$ cat config.mk
export PLATFORM = sky130hd
export DESIGN_NAME = mcyc_seq
export DESIGN_NICKNAME = d
export VERILOG_FILES = /design/src/rtl/mcyc_seq_pkg.sv /design/src/rtl/mcyc_seq_array.sv /design/src/rtl/mcyc_seq_rtimer.sv /design/src/rtl/mcyc_seq_engine.sv /design/src/rtl/mcyc_seq.sv
export SDC_FILE = /design/constraint.sdc
export NUM_CORES = 2
export LEC_CHECK = 0
export BUFFER_PORTS_ARGS = -buffer_cell sky130_fd_sc_hd__clkbuf_2
export CAP_MARGIN = 20
export CORE_MARGIN = 10
export CORE_UTILIZATION = 30
export DETAILED_ROUTE_END_ITERATION = 8
export GPL_TIMING_DRIVEN = 0
export PLACE_DENSITY = 0.47
export SETUP_SLACK_MARGIN = 0.4
export SYNTH_ARGS = -nofsm -noshare
export SYNTH_HDL_FRONTEND = slang
export SYNTH_SLANG_ARGS = --single-unit
export TNS_END_PERCENT = 30
$ cat constraint.sdc
create_clock -name clk -period 4.8 [get_ports clk]
set_input_delay 0.72 -clock clk [delete_from_list [all_inputs] [get_ports clk]]
set_output_delay 0.72 -clock clk [all_outputs]
set_load 0.1 [all_outputs]
$ cat src/rtl/mcyc_seq_pkg.sv
package mcyc_seq_pkg;

   typedef enum logic [1:0] {
      OP_CFG = 2'b00,
      OP_WR  = 2'b01,
      OP_RD  = 2'b10,
      OP_RUN = 2'b11
   } mr_op_t;

   localparam int OFS_SRD = 0;
   localparam int OFS_BRD = 8;
   localparam int OFS_SWR = 24;
   localparam int OFS_BWR = 32;
   localparam int OFS_RFS = 48;

   localparam int MR_HOLD_LSB = 8;
   localparam int MR_WSEL_BIT = 12;
   localparam int MR_OP_LSB   = 30;

endpackage

$ cat src/rtl/mcyc_seq_array.sv
module mcyc_seq_array #(
   parameter int ADDR_W = 6,
   parameter int WORD_W = 32
) (
   input  logic              clk,
   input  logic              rst_n,
   input  logic              we_i,
   input  logic [ADDR_W-1:0] waddr_i,
   input  logic [WORD_W-1:0] wdata_i,
   input  logic [ADDR_W-1:0] seq_addr_i,
   output logic [WORD_W-1:0] seq_word_o,
   input  logic              rd_i,
   input  logic [ADDR_W-1:0] rd_addr_i,
   output logic [WORD_W-1:0] rd_data_o
);
   localparam int DEPTH = 1 << ADDR_W;

   logic [DEPTH-1:0][WORD_W-1:0] rows;

   for (genvar g = 0; g < DEPTH; g++) begin : g_row
      logic [WORD_W-1:0] q;
      always_ff @(posedge clk or negedge rst_n) begin
         if (!rst_n)
            q <= '0;
         else if (we_i && (waddr_i == ADDR_W'(g)))
            q <= wdata_i;
      end
      assign rows[g] = q;
   end

   assign seq_word_o = rows[seq_addr_i];

   always_ff @(posedge clk or negedge rst_n) begin
      if (!rst_n)
         rd_data_o <= '0;
      else if (rd_i)
         rd_data_o <= rows[rd_addr_i];
   end
endmodule

$ cat src/rtl/mcyc_seq_rtimer.sv
module mcyc_seq_rtimer #(
   parameter int RT_W = 8
) (
   input  logic            clk,
   input  logic            rst_n,
   input  logic            we_i,
   input  logic [RT_W-1:0] period_i,
   output logic            tick_o
);
   logic [RT_W-1:0] per_q;
   logic [RT_W-1:0] cnt_q;

   always_ff @(posedge clk or negedge rst_n) begin
      if (!rst_n) begin
         per_q  <= '0;
         cnt_q  <= '0;
         tick_o <= 1'b0;
      end else if (we_i) begin
         per_q  <= period_i;
         cnt_q  <= period_i;
         tick_o <= 1'b0;
      end else if (per_q == '0) begin
         tick_o <= 1'b0;
      end else if (cnt_q <= RT_W'(1)) begin
         cnt_q  <= per_q;
         tick_o <= 1'b1;
      end else begin
         cnt_q  <= cnt_q - RT_W'(1);
         tick_o <= 1'b0;
      end
   end
endmodule

$ cat src/rtl/mcyc_seq_engine.sv
module mcyc_seq_engine
   import mcyc_seq_pkg::*;
#(
   parameter int ADDR_W = 6,
   parameter int WORD_W = 32,
   parameter int BS_W   = 8,
   parameter int HOLD_W = 3
) (
   input  logic              clk,
   input  logic              rst_n,
   input  logic [WORD_W-1:0] word_i,
   input  logic              wait_hit_i,
   input  logic              rf_tick_i,
   input  logic              run_cmd_i,
   input  logic [ADDR_W-1:0] run_addr_i,
   input  logic              acc_req_i,
   input  logic [1:0]        acc_kind_i,
   input  logic [HOLD_W-1:0] hold_i,
   output logic [ADDR_W-1:0] ptr_o,
   output logic              act_o,
   output logic              dt_zero_o,
   output logic              grant_o,
   output logic              cs_o,
   output logic [BS_W-1:0]   bs_o,
   output logic [1:0]        amx_o,
   output logic              ta_o
);
   localparam int F_CS   = BS_W;
   localparam int F_AMX  = BS_W + 1;
   localparam int F_TA   = BS_W + 3;
   localparam int F_LAST = BS_W + 4;
   localparam int F_TODT = BS_W + 5;
   localparam int F_REP  = BS_W + 6;
   localparam int F_WAIT = BS_W + 8;

   logic [1:0]        rep_q;
   logic [HOLD_W-1:0] dt_q;
   logic              rf_pend_q, run_pend_q;
   logic [ADDR_W-1:0] run_addr_q;

   logic stall, rep_done, finish, end_hold, slot;
   logic run_want, go_rf, go_run, go_acc, go;
   logic [ADDR_W-1:0] acc_ofs, run_ofs, go_ofs;
   logic unused_word;

   assign unused_word = ^word_i;

   assign stall    = act_o && word_i[F_WAIT] && wait_hit_i;
   assign rep_done = (rep_q == word_i[F_REP +: 2]);
   assign finish   = act_o && !stall && rep_done && word_i[F_LAST];
   assign end_hold = finish && word_i[F_TODT];
   assign slot     = (!act_o || finish) && (dt_q == '0) && !end_hold;

   assign run_want = run_pend_q || run_cmd_i;
   assign go_rf    = slot && rf_pend_q;
   assign go_run   = slot && !rf_pend_q && run_want;
   assign go_acc   = slot && !rf_pend_q && !run_want && acc_req_i;
   assign go       = go_rf || go_run || go_acc;

   always_comb begin
      unique case (acc_kind_i)
         2'd0:    acc_ofs = ADDR_W'(OFS_SRD);
         2'd1:    acc_ofs = ADDR_W'(OFS_BRD);
         2'd2:    acc_ofs = ADDR_W'(OFS_SWR);
         default: acc_ofs = ADDR_W'(OFS_BWR);
      endcase
      run_ofs = run_cmd_i ? run_addr_i : run_addr_q;
      if (go_rf)
         go_ofs = ADDR_W'(OFS_RFS);
      else if (go_run)
         go_ofs = run_ofs;
      else
         go_ofs = acc_ofs;
   end

   always_ff @(posedge clk or negedge rst_n) begin
      if (!rst_n) begin
         act_o      <= 1'b0;
         ptr_o      <= '0;
         rep_q      <= '0;
         dt_q       <= '0;
         rf_pend_q  <= 1'b0;
         run_pend_q <= 1'b0;
         run_addr_q <= '0;
         grant_o    <= 1'b0;
      end else begin
         grant_o <= go_acc;
         if (go) begin
            act_o <= 1'b1;
            ptr_o <= go_ofs;
            rep_q <= '0;
         end else if (finish) begin
            act_o <= 1'b0;
         end else if (act_o && !stall) begin
            if (!rep_done) begin
               rep_q <= rep_q + 2'd1;
            end else begin
               ptr_o <= ptr_o + ADDR_W'(1);
               rep_q <= '0;
            end
         end
         if (end_hold)
            dt_q <= hold_i;
         else if (dt_q != '0)
            dt_q <= dt_q - HOLD_W'(1);
         rf_pend_q <= (rf_pend_q && !go_rf) || rf_tick_i;
         if (go_run)
            run_pend_q <= 1'b0;
         else if (run_cmd_i)
            run_pend_q <= 1'b1;
         if (run_cmd_i)
            run_addr_q <= run_addr_i;
      end
   end

   assign dt_zero_o = (dt_q == '0);
   assign cs_o  = act_o && word_i[F_CS];
   assign bs_o  = act_o ? word_i[BS_W-1:0] : '0;
   assign amx_o = act_o ? word_i[F_AMX +: 2] : 2'b00;
   assign ta_o  = act_o && word_i[F_TA];
endmodule

$ cat src/rtl/mcyc_seq.sv
module mcyc_seq
   import mcyc_seq_pkg::*;
#(
   parameter int ADDR_W = 6,
   parameter int WORD_W = 32,
   parameter int BS_W   = 8,
   parameter int HOLD_W = 3,
   parameter int RT_W   = 8
) (
   input  logic              clk,
   input  logic              rst_n,
   input  logic              mr_we,
   input  logic [31:0]       mr_wdata,
   input  logic [WORD_W-1:0] mdr_i,
   input  logic              rt_we,
   input  logic [RT_W-1:0]   rt_wdata,
   input  logic              acc_req,
   input  logic [1:0]        acc_kind,
   input  logic [1:0]        wait_i,
   output logic              cs_o,
   output logic [BS_W-1:0]   bs_o,
   output logic [1:0]        amx_o,
   output logic              ta_o,
   output logic              grant_o,
   output logic [WORD_W-1:0] rdata_o
);
   localparam int F_WAIT = BS_W + 8;

   initial begin
      assert (WORD_W >= F_WAIT + 1) else $error("control word too narrow for fields");
      assert (ADDR_W >= 6 && ADDR_W <= MR_HOLD_LSB) else $error("ADDR_W out of range");
      assert (HOLD_W >= 1 && HOLD_W <= MR_WSEL_BIT - MR_HOLD_LSB) else $error("HOLD_W out of range");
   end

   mr_op_t            op;
   logic [ADDR_W-1:0] mr_addr;
   logic [HOLD_W-1:0] hold_q;
   logic              wsel_q;
   logic              wait_hit, rf_tick;
   logic [ADDR_W-1:0] ptr;
   logic [WORD_W-1:0] cur_word;
   logic              eng_act, eng_dt_zero, eng_word_wait;
   logic              unused_mr;

   assign op        = mr_op_t'(mr_wdata[MR_OP_LSB +: 2]);
   assign mr_addr   = mr_wdata[ADDR_W-1:0];
   assign unused_mr = ^mr_wdata;

   always_ff @(posedge clk or negedge rst_n) begin
      if (!rst_n) begin
         hold_q <= '0;
         wsel_q <= 1'b0;
      end else if (mr_we) begin
         hold_q <= mr_wdata[MR_HOLD_LSB +: HOLD_W];
         wsel_q <= mr_wdata[MR_WSEL_BIT];
      end
   end

   assign wait_hit      = wait_i[wsel_q];
   assign eng_word_wait = cur_word[F_WAIT];

   mcyc_seq_array #(.ADDR_W(ADDR_W), .WORD_W(WORD_W)) u_array (
      .clk        (clk),
      .rst_n      (rst_n),
      .we_i       (mr_we && op == OP_WR),
      .waddr_i    (mr_addr),
      .wdata_i    (mdr_i),
      .seq_addr_i (ptr),
      .seq_word_o (cur_word),
      .rd_i       (mr_we && op == OP_RD),
      .rd_addr_i  (mr_addr),
      .rd_data_o  (rdata_o)
   );

   mcyc_seq_rtimer #(.RT_W(RT_W)) u_rtimer (
      .clk      (clk),
      .rst_n    (rst_n),
      .we_i     (rt_we),
      .period_i (rt_wdata),
      .tick_o   (rf_tick)
   );

   mcyc_seq_engine #(
      .ADDR_W(ADDR_W), .WORD_W(WORD_W), .BS_W(BS_W), .HOLD_W(HOLD_W)
   ) u_engine (
      .clk        (clk),
      .rst_n      (rst_n),
      .word_i     (cur_word),
      .wait_hit_i (wait_hit),
      .rf_tick_i  (rf_tick),
      .run_cmd_i  (mr_we && op == OP_RUN),
      .run_addr_i (mr_addr),
      .acc_req_i  (acc_req),
      .acc_kind_i (acc_kind),
      .hold_i     (hold_q),
      .ptr_o      (ptr),
      .act_o      (eng_act),
      .dt_zero_o  (eng_dt_zero),
      .grant_o    (grant_o),
      .cs_o       (cs_o),
      .bs_o       (bs_o),
      .amx_o      (amx_o),
      .ta_o       (ta_o)
   );
endmodule

==> run metrics <==
power density relative to cell area=413.5 mW/mm²; Worst Hold Endpoint=u_rtimer.cnt_q[0]$_DFFE_PN0P_; footprint of the flip-flops and latches=0.05310 mm²; most numerous cell types in the synthesized netlist=dfrtp_1, mux2_2, mux4_2, clkbuf_1, buf_1; number of synthesized flops with an enable pin=0; worst flop-to-flop path startpoint=u_engine.ptr_o[1]$_DFFE_PN0P_; drt via density=about 5.5; tightest slew margin relative to the limit=between 10% and 20%; Sink Count=2122; kind of end point of the critical path=output pin; violations in the final reports=negative setup slack; Routed wire per std cell=about 33 µm; root buffer cell=clkbuf_16; critical-path cell with the highest stage delay=mux4_2; global-route wire length before repair=541900 µm; largest fanout on the critical path=6; post-route ant nets=0; number of global-route vias before repair=about 68000; gate count after technology mapping=6342; max cap viols=0; most utilized layer in the global route result=met2; Multi-input gate area=0.04852 mm²; CTS tree=done; met3 track demand over resource in global routing=5.096%; Top cell by count, worst path=buf_16; final HPWL from detailed placement=286500 µm; overall die height=609.6 µm; leakage=56.00 nW; number of hold-slack violations in the final timing report=0; area delta synth->final=18.18%; reg2reg end=u_engine.ptr_o[5]$_DFFE_PN0P_; top post-synthesis cells by area=dfrtp_1, mux2_2, mux4_2; fin crit period=5190 ps; Initial Utilization=30.13%; biggest area consumer among synthesized cells=dfrtp_1; floorplan die width=609.6 µm; clock skew=43.56 ps; Core ar.=between 0.3 and 0.4 mm²; Util after Layout=35.61%; Data required, critical path=roughly 4100 ps; fraction of post-synthesis cell area in the top cell type by area=~51%; final count of negative-setup-slack endpoints=12; number of cells traversed by the worst hold path=3; total I/O pin count=126; global routing usage summed across all routing layers=20.28%; number of synthesized register bits=about 2100; met2 Use GR=between 30% and 40%; CP cell instances=buf_12, buf_16, buf_16, buf_16, buf_16, buf_16, buf_16, mux4_2, mux4_2, mux4_2, and2_4, clkbuf_16; CTS H-tree depth=5; clock transition at the register clock pins on the worst setup and hold paths after CTS=50 ps; run status=complete, but fails checks; syn nets=6430; vias post-DR=63940; worst-case setup slack after placement=-1636 ps; detailed router's first-iteration violation count=between 5000 and 6000; arrival time worst endpoint=4470 ps; residual overflow from global routing=0; Critical Setup Path Class=flip-flop to output pin; Hold Crit Start=rt_wdata[0]; die area=0.3717 mm²; clk buf depth=4; router iterations before antenna repair=8; final routed wirelength across all metal layers=~390000 µm; Post-Synthesis Mean Instance Area=around 16 µm²; primary flip-flop cell chosen by synthesis mapping=dfrtp_1; total standard cell area after synthesis=0.1043 mm²; synth warn=0; number of port buffers=64; maximum number of pins on one net before global-route repair=116; number of buffers inserted during clock tree synthesis=~260; setup repair after global routing missed its margin=yes; number of standard-cell rows in the floorplan=216; unique cell type count in the Yosys netlist=62; # nets final=between 6000 and 7000; largest voltage drop on the vdd net=0.2537 mV; count of filler cells inserted in the layout=32680; FFs w/ async S/R, synth=100.0%; drc violations=0; longest individual stage delay on the worst path=630 ps; worst skew pair latency=about 900 ps; worst-case register-to-register setup slack=between 500 and 600 ps; final setup margin=-389.9 ps; share of cells above drive strength 1=55.14%; gpl congestion=approximately 0.87; R2R depth=14; number of antenna violations at the first check in global routing=65; Worst setup SP type=flip-flop; sequential cell area fraction in the yosys report=50.91%; worst hold slack=65.59 ps; Final Max Tran Viols=0; Worst Tran Pin Value=1239 ps; global routing met1 resource utilization=25.96%; leading cell type by number of instances after synthesis=dfrtp_1; Achievable Freq=0.1927 GHz; worst hold path class=primary input to flip-flop; crit share post-route=108.1%
==> critical path: cells and delay by family, from the launching register on <==
family,cells,cell delay [ps]
multiplexers,3,1700
flip-flops,1,390
AND/OR/NAND/NOR,1,220
buffers and inverters,8,1210
==> cell type report <==
cell class                      count  share of cell area, %
Tap cell                         4578                  4.647
Clock buffer                      377                  6.140
Timing Repair Buffer              259                  2.981
Multi-Input combinational cell   3518                  39.36
Clock inverter                     81                 0.8110
Inverter                           20                0.06090
Antenna cell                       16                0.03248
Sequential cell                  2122                  43.08
Buffer                            682                  2.885
==> cell families (layout without fill, tap and decap cells) <==
| kind of cell | Yosys count | count (layout) | synth area share (%) |
|---|---|---|---|
| mux | 3134 | 3134 | 44.37 |
| flops | 2122 | 2122 | 50.91 |
| buf+inv | 702 | 1419 | 2.639 |
| simple gates | 250 | 250 | 1.152 |
| compound gates | 124 | 124 | 0.8121 |
| fa+ha+maj | 7 | 7 | 0.08397 |
| xor+xnor | 3 | 3 | 0.03240 |
| other cells | 0 | 16 | 0 |
==> sequential cells by signal (all words and copies together), names as in the netlist <==
signal,cells
u_rtimer.cnt_q,8
u_engine.act_o,1
u_rtimer.per_q,8
u_rtimer.tick_o,1
u_engine.run_pend_q,1
u_engine.dt_q,3
u_array.g_row.q,2048
hold_q,3
u_engine.grant_o,1
u_engine.rep_q,2
u_array.rd_data_o,32
u_engine.ptr_o,6
wsel_q,1
u_engine.run_addr_q,6
u_engine.rf_pend_q,1
==> metrics by stage <==
step                cell area (µm²)  power, mW  setup TNS (ps)  instances
global route                 123200      52.69           -4246      11640
floorplan                    104300      25.27               0       6342
detailed placement           112700      29.60         -125450      11110
finish                       123300      50.98           -3848      11650
CTS                          122800      51.25           -4174      11610
global placement             110400      29.38               -      10980
==> worst max path at each step <==
| stage | to | startpoint | slack [ps] | depth (start not counted) |
|---|---|---|---|---|
| final | amx_o[0] | u_engine.ptr_o[0]$_DFFE_PN0P_ | -390 | 12 |
| after global routing | amx_o[0] | u_engine.ptr_o[0]$_DFFE_PN0P_ | -390 | 12 |
| after CTS | amx_o[0] | u_engine.ptr_o[0]$_DFFE_PN0P_ | -400 | 12 |
| after detailed placement | ta_o | u_engine.ptr_o[1]$_DFFE_PN0P_ | -1640 | 11 |
| after global placement | u_array.g_row[5].q[4]$_DFFE_PN0P_ | rst_n | -51630 | 1 |
| after floorplan | amx_o[1] | u_engine.ptr_o[1]$_DFFE_PN0P_ | 520 | 10 |
==> timing repair <==
item                                   4_1_cts  5_1_grt
gates resized for setup                    258       24
setup endpoints to repair                   36      152
pin swaps                                    0        1
endpoints found under the hold margin       94        0
setup buffers                               36        4
cloned                                       5        5
hold buffers                                 1        0
==> layer usage <==
metal  wire length [µm]  share of wire (%)
met1             157800                 41
met2             184500                 48
met3              28390                7.3
met4              15920                4.1
met5                264              0.068
==> where the power goes <==
group	switching (mW)	internal, mW	leakage, nW
combinational	6.58	4.89	22.6
sequential	0.609	18.8	29.2
clock	8.16	11.9	4.22
==> cells in the final DEF (no fill, tap or decap), types with 10 or more instances in the layout <==
master | Yosys | routed
a21oi_1 | 19 | 18
and2_1 | 16 | 10
buf_1 | 183 | 156
buf_12 | 0 | 12
buf_16 | 0 | 64
buf_2 | 31 | 28
buf_4 | 13 | 45
buf_6 | 4 | 34
buf_8 | 0 | 81
bufinv_16 | 0 | 17
clkbuf_1 | 451 | 463
clkbuf_16 | 0 | 285
clkbuf_2 | 0 | 82
clkbuf_4 | 0 | 12
clkbuf_8 | 0 | 54
clkinv_2 | 0 | 44
clkinv_8 | 0 | 10
dfrtp_1 | 2122 | 2122
diode_2 | 0 | 16
inv_1 | 19 | 19
mux2_2 | 2103 | 2103
mux2i_1 | 49 | 48
mux4_2 | 981 | 981
nand2_1 | 73 | 73
nand2b_1 | 13 | 13
nor2_1 | 85 | 81
nor3_1 | 15 | 15
o21ai_0 | 33 | 33
o22ai_1 | 13 | 13
Power figures use the tool's default switching activity.
